**config.mk**
```make
export PLATFORM = sky130hd
export DESIGN_NAME = frame_rx
export DESIGN_NICKNAME = d
export VERILOG_FILES = /design/src/rtl/frame_rx.sv
export SDC_FILE = /design/constraint.sdc
export NUM_CORES = 1
export LEC_CHECK = 0
export ABC_AREA = 0
export BUFFER_PORTS_ARGS = -buffer_cell sky130_fd_sc_hd__buf_2
export CAP_MARGIN = 20
export CORE_MARGIN = 10
export CORE_UTILIZATION = 55
export DETAILED_ROUTE_END_ITERATION = 10
export PLACE_DENSITY_LB_ADDON = 0.05
export REMOVE_ABC_BUFFERS = 1
export SKIP_CTS_REPAIR_TIMING = 1
export SYNTH_ARGS = -nofsm -noshare
export SYNTH_HDL_FRONTEND = slang
export SYNTH_SLANG_ARGS = --single-unit
```
**constraint.sdc**
```tcl
create_clock -name clk -period 2.78 [get_ports clk]
set_input_delay 0.139 -clock clk [delete_from_list [all_inputs] [get_ports clk]]
set_output_delay 0.139 -clock clk [all_outputs]
set_load 0.01 [all_outputs]
```
**src/rtl/frame_rx.sv**
```systemverilog
module frame_rx #(
  parameter logic [15:0] START_PAT   = 16'hE38E,
  parameter logic [15:0] END_PAT     = 16'hF0C7,
  parameter logic [15:0] CRC_RESIDUE = 16'h0000,
  parameter int          PRE_MIN     = 4,
  parameter int          TIMEOUT     = 100000,
  parameter int          IDLE_LIM    = 20000,
  parameter int          IDXW        = 8
) (
  input  logic            clk,
  input  logic            rst_n,
  input  logic            bit_i,
  input  logic            bit_stb_i,
  input  logic            code_err_i,
  output logic [7:0]      byte_o,
  output logic            byte_rdy_o,
  output logic [IDXW-1:0] byte_idx_o,
  output logic            frame_ok_o,
  output logic            frame_bad_o
);
  localparam int TW = $clog2(TIMEOUT + 1);
  localparam int IW = $clog2(IDLE_LIM + 1);
  localparam int AW = $clog2(PRE_MIN + 1);

  typedef enum logic [1:0] {S_IDLE, S_SYNC, S_DATA} st_t;

  st_t            st;
  logic [14:0]    sh;
  logic           lastb, have1;
  logic [AW-1:0]  alt;
  logic [2:0]     bcnt;
  logic [15:0]    crc;
  logic [TW-1:0]  tcnt;
  logic [IW-1:0]  icnt;
  logic [IDXW-1:0] idx;

  wire [15:0] shn  = {sh, bit_i};
  wire        bnd  = (bcnt == 3'd7);
  wire        efd  = (shn == END_PAT);
  wire        tmo  = (tcnt == TW'(TIMEOUT - 1));
  wire        idl  = (icnt == IW'(IDLE_LIM - 1));
  wire        edge_seen = bit_stb_i && (bit_i != lastb);

  function automatic logic [15:0] crc_step(input logic [15:0] c, input logic [7:0] d);
    logic [15:0] r;
    r = c;
    for (int i = 7; i >= 0; i--)
      r = {r[14:0], 1'b0} ^ ((r[15] ^ d[i]) ? 16'h1021 : 16'h0000);
    return r;
  endfunction

  always_ff @(posedge clk or negedge rst_n) begin
    if (!rst_n) begin
      st <= S_IDLE; sh <= '0; lastb <= 1'b0; have1 <= 1'b0; alt <= '0;
      bcnt <= '0; crc <= 16'hFFFF; tcnt <= '0; icnt <= '0; idx <= '0;
      byte_o <= '0; byte_rdy_o <= 1'b0; byte_idx_o <= '0;
      frame_ok_o <= 1'b0; frame_bad_o <= 1'b0;
    end else begin
      byte_rdy_o  <= 1'b0;
      frame_ok_o  <= 1'b0;
      frame_bad_o <= 1'b0;
      if (bit_stb_i) begin
        sh    <= shn[14:0];
        lastb <= bit_i;
      end
      if (st == S_IDLE || edge_seen) icnt <= '0;
      else                           icnt <= icnt + IW'(1);
      tcnt <= tcnt + TW'(1);

      case (st)
        S_IDLE: begin
          tcnt <= '0;
          if (bit_stb_i) begin
            if (alt == '0 || bit_i == lastb) alt <= AW'(1);
            else if (alt == AW'(PRE_MIN - 1)) begin
              alt <= '0;
              st  <= S_SYNC;
            end else alt <= alt + AW'(1);
          end
        end
        S_SYNC: begin
          alt <= '0;
          if (bit_stb_i && shn == START_PAT) begin
            st <= S_DATA; tcnt <= '0; bcnt <= '0; have1 <= 1'b0;
            crc <= 16'hFFFF; idx <= '0;
          end
        end
        S_DATA: begin
          alt <= '0;
          if (bit_stb_i) begin
            bcnt <= bcnt + 3'd1;
            if (code_err_i) begin
              frame_bad_o <= 1'b1; st <= S_IDLE;
            end else if (have1 && efd) begin
              frame_ok_o  <= bnd && (crc == CRC_RESIDUE);
              frame_bad_o <= !(bnd && (crc == CRC_RESIDUE));
              st <= S_IDLE;
            end else if (bnd) begin
              have1 <= 1'b1;
              if (have1) begin
                byte_o     <= shn[15:8];
                byte_rdy_o <= 1'b1;
                byte_idx_o <= idx;
                idx        <= idx + IDXW'(1);
                crc        <= crc_step(crc, shn[15:8]);
              end
            end
          end
        end
        default: st <= S_IDLE;
      endcase

      if (st != S_IDLE && (tmo || idl)) st <= S_IDLE;
    end
  end
endmodule

```
* Word-level counts from Yosys, hierarchy flattened
Cells that the tools add are included.
** Operators by class
- Add/subtract/negate cells :: 5
- Equality and inequality tests :: 23
- Mux-type cells :: 61
- Bitwise operators :: 18
- Reductions and logical operators :: 22
** Operators by type and width (number)
- 16-bit by 13-bit bitwise XOR with 16-bit output :: 8
- 13-bit 2-to-1 mux :: 8
- 16-bit 2-to-1 mux :: 6
- 8-bit 2-to-1 mux :: 6
- 17-bit case mux with 2 select lines :: 1
- 16-bit == test (second input constant) :: 2
- 16-bit case mux with 2 select lines :: 1
- 1-bit 2-to-1 mux :: 19
- 6-bit AND reduction :: 3
- 17-bit by 1-bit adder with 17-bit output (second input constant) :: 1
- 17-bit == test (second input constant) :: 1
- 17-bit 2-to-1 mux :: 1
- 16-bit logical NOT :: 1
- 2-bit 2-to-1 mux :: 8
- 8-bit case mux with 2 select lines :: 1
- 15-bit by 1-bit adder with 15-bit output (second input constant) :: 1
- 15-bit == test (second input constant) :: 1
- 15-bit 2-to-1 mux :: 1
- 3-bit 2-to-1 mux :: 5
- 2-bit != test (second input constant) :: 7
- 3-bit case mux with 2 select lines :: 2
- 8-bit by 1-bit adder with 8-bit output (second input constant) :: 1
- 1-bit bitwise XOR :: 8
- 7-bit AND reduction :: 1
- 23 further kinds :: 35
** Word-level totals
- Bits in registers :: 100
- Input port bits :: 5
- Output and inout bits :: 19
- Logic and storage cells :: 144

* Depth between registers and ports, before layout
- Word-level depth :: 30
- Mapped depth :: 9
- Depth with buffers taken out :: 7

* Least setup slack after synthesis
Ideal clock, no wire load.
- Path kind :: flip-flop to flip-flop
- From :: reg st[0]
- To :: reg idx[0]
- Setup time :: 0.128 ns
- Data arrival time :: 2.140 ns
- Data required time :: 2.652 ns
- Setup slack :: 0.512 ns
- Stages on the path, launching flop included :: 10
- Path buffers :: 3
- Period minus slack after synthesis :: 2.268 ns
- Cells stage by stage :: dfrtp_1 inv_1 ha_1 buf_2 nand2_1 o32a_1 clkbuf_1 a211oi_2 buf_2 mux2i_1
** Between the ends
- Word-level cells in the longest chain between the ends :: 3
- Elaborated cells between the ends (all ways) :: 11
- Classes of those cells :: 8 x eq/ne; 1 x mux; 2 x reduce/logical
** Ends and longest elaborated chain
- start, declared :: RTL line 27 : st_t st;
- start signal, assigned :: RTL line 54 : st <= S_IDLE; sh <= '0; lastb <= 1'b0; have1 <= 1'b0; alt <= '0;
- start signal, assigned :: RTL line 77 : st <= S_SYNC;
- start signal, assigned :: RTL line 84 : st <= S_DATA; tcnt <= '0; bcnt <= '0; have1 <= 1'b0;
- 2-bit == test or 2-bit by 1-bit == test with 1-bit output (tied branches) :: RTL line 70 : case (st)
- 2-bit != test (no source line) or 2-bit nonzero test (tied branches)
- 7-bit AND reduction (no source line)
- end signal, assigned :: RTL line 104 : idx <= idx + IDXW'(1);
- end, declared :: RTL line 35 : logic [IDXW-1:0] idx;
Several ways; a longest one is shown, not always the timed one.
A chain may end at the register's enable or synchronous reset.

* Worst setup path after layout
- From :: reg sh[4]
- To :: reg crc[1]
** Between the ends
- Word-level cells in the longest chain between the ends :: 4
- Elaborated cells between the ends (all ways) :: 7
- Classes of those cells :: 4 x eq/ne; 3 x reduce/logical
** Ends and longest elaborated chain
- start, declared :: RTL line 28 : logic [14:0] sh;
- start signal, assigned :: RTL line 63 : sh <= shn[14:0];
- 16-bit == test (on tied branches) :: RTL line 39, 83
- 1-bit logical AND (on tied branches) :: RTL line 94, 83
- 2-bit != test (no source line)
- 7-bit AND reduction (no source line) (*)
- end signal, assigned :: RTL line 105 : crc <= crc_step(crc, shn[15:8]);
- end, declared :: RTL line 32 : logic [15:0] crc;
Mark *: on every way between the ends. The rest lies on a longest branch, timed or not.

==> impl_metrics.ini <==
[finish]
nets = 479
n_fill_cell = 752
seq_area_sq_um = 2497
layout-drive-gt1-share_pct = 22.10
syn2layout_area_growth_pct = 9.341
final_cell_mix = dfrtp_1, nor2_1, mux2_2
final_area_sq_um = 5360
multi_input_area_sq_um = 2272
final_common_cell = dfrtp_1
diodes = 0

[die]
row_count = 34
die-area_sq_um = 13090
core_area_sq_um = 8678
ios = 24
start_util_pct = 56.49
die_h_um = 114.4
die_w_um = 114.4

[critical_path]
r2r-end = crc[1]
startpoint = sh[4]
r2r-start = sh[4]
endpoint_kind = register
reg2reg_depth = 5
r2r_setup_slack_ns = 0.22
worst-path-stages = 5
slowest_stage = or4_1
critPathLaunchType = register
worst-endpoint-arrival_ns = 2.87
path_cells = nor3b_1, nand4_2, o21a_1, or4_1, o22a_1
path_buf_inv = 0
crit_type = reg -> reg
max_stage_delay_ns = 0.82
required_ns = 3.08
critical_path.top_delay_family = simple AND/OR/NAND/NOR gates
crit_path_end = crc[1]
critical_path.max_fanout = 17

[routing]
antenna_left = 0
drt-total-wl_um = 9585
detail_route.vias_per_cell = 5.726
vias = 3287
wl_per_cell_um = 16.70
drc = 0
drt_pass1_iterations = 4
drt_iter0_drc = 132

[sta]
setup_tns_ns = 0
final.period_utilization_pct = 92.24
skew_ns = 0.01302
final_hold_viol_count = 0
fmax_mhz = 390.0
slew_violations = 0
worst_slew_pin_slew_ns = 0.7728
setup_viol = 0
rsz0062_at_grt = no
relSlewSlack_pct = 48.10
min_period_ns = 2.564

[yosys]
synth_area_leaders = dfrtp_1, dfstp_2, mux2_2, xor2_1, xnor2_1
yosysSeqAreaShare_pct = 50.94
synth_top_area_share_pct = 42.37
syn_area_sq_um = 4902
syn-mean-instance-area_sq_um = 11.24
async_reset_ff_share_pct = 100.0
ys_ff_latch = 99
yosysUniqueCellTypes = 52
synthCells = 436
synth_edf_count = 0
synthFlopType = dfrtp_1
synth_area_leader_cell = dfrtp_1
synth_warnings = 0

[global_route]
antenna_found_initial = 0
grt_pass1_vias = 3342
grt_max_degree = 58
grtUsageTotal_pct = 15.46
grt_overflow = 0
grt_pass1_wl_um = 16570

[placement]
port_buffers = 23
post-dp-hpwl_um = 6524
routabilityCongestion = 0.8151
placed_area_sq_um = 5144

[clocking]
cts_tree = built
clk_pin_slew_ns = 0.10
cts.sinks = 99
numCtsBuffers = 9
clk_latency_ns = 0.36
clock_path_buffers = 2
clockRootBuffer = clkbuf_8
cts_htree_levels = 3

[run_status]
outcome = finished clean

[min_path]
hold_path.class = in -> reg

[pwr]
p_leak_nw = 2.272
ir_drop_mv = 0.6517
power.total_mw = 4.752
power.density_nw_per_um2 = 886.5

[flow_run]
max_cap_violations = 0
flip-flops by register name, summed over array words and instances, names as in the netlist:
name	count
icnt	15
crc	16
byte_o	8
alt	3
byte_rdy_o	1
frame_ok_o	1
bcnt	3
tcnt	17
st	2
have1	1
sh	15
frame_bad_o	1
idx	8
byte_idx_o	8
cells in the mapped netlist (5+ instances only):
cell,count
clkbuf_1,10
nand2b_1,7
nor3_1,7
nand4_1,7
ha_1,13
nor2_1,39
inv_1,16
dfrtp_1,83
xnor2_1,20
nand2_1,20
o22a_1,13
nor2b_1,5
o211ai_1,6
xor2_1,31
mux2_2,35
dfstp_2,16
and4_1,6
o21ai_0,14
or4_1,6
nand3_1,16
power breakdown:
| part | internal [mW] | switching [mW] | leakage, nW |
|---|---|---|---|
| Sequential | 1.78 | 0.317 | 1.29 |
| Combinational | 0.752 | 0.923 | 0.878 |
| Clock | 0.450 | 0.526 | 0.105 |
kinds of logic after synthesis:
group                      share of synthesized area (%)
and+or+nand+nor                                    16.67
DFF                                                50.94
AOI/OAI and AO/OA                                  8.805
xor gates and xnor gates                           9.112
muxes                                              8.448
buffers and inverters                              2.706
adders and majority gates                          3.318
cell type report:
cell class / count / share of cell area, %
clock buffers: 10 / 2.568
clock inverters: 6 / 1.284
inverters: 16 / 1.120
multi-input cells: 305 / 42.39
flip-flops and latches: 99 / 46.59
well taps: 108 / 2.521
repair buffers: 30 / 3.525
worst min-delay path by stage:
stage	from	to	cells after the start
2_1_floorplan	rst_n	alt[0]	0
3_3_place_gp	rst_n	tcnt[7]	1
3_5_place_dp	rst_n	tcnt[6]	1
4_1_cts	rst_n	alt[1]	1
5_1_grt	bit_i	sh[0]	2
6_report	bit_i	sh[0]	2
worst register-to-register path, cell delays in order, from the launching register on:
cell     delay (ns)
dfrtp_1        0.40
nor3b_1        0.34
nand4_2        0.23
o21a_1         0.43
or4_1          0.82
o22a_1         0.29
through the flow:
step / cells / util (%) / hold WS, ns / setup slack (ns)
finish: 574 / 61.76 / 0.06492 / 0.2159
floorplan: 420 / - / -0.1566 / 0.08991
global placement: 556 / 59.14 / 0.1648 / 0.2078
global route: 574 / 61.76 / 0.03831 / 0.04505
detailed placement: 557 / 59.27 / 0.1635 / 0.2084
CTS: 573 / 61.65 / -0.2407 / 0.1973
layer usage:
metal | part of all wire [%] | up-vias | routed length [um] | track usage (%)
met3 | 2.5 | 10 | 240 | 3.774
met4 | 0.98 | 0 | 94 | 4.428
li1 | - | 1609 | - | -
met5 | 0 | - | 0 | 0
met1 | 47 | 1640 | 4499 | 20.10
met2 | 50 | 28 | 4749 | 24.99
No activity file was read; power rests on OpenSTA's default activity.
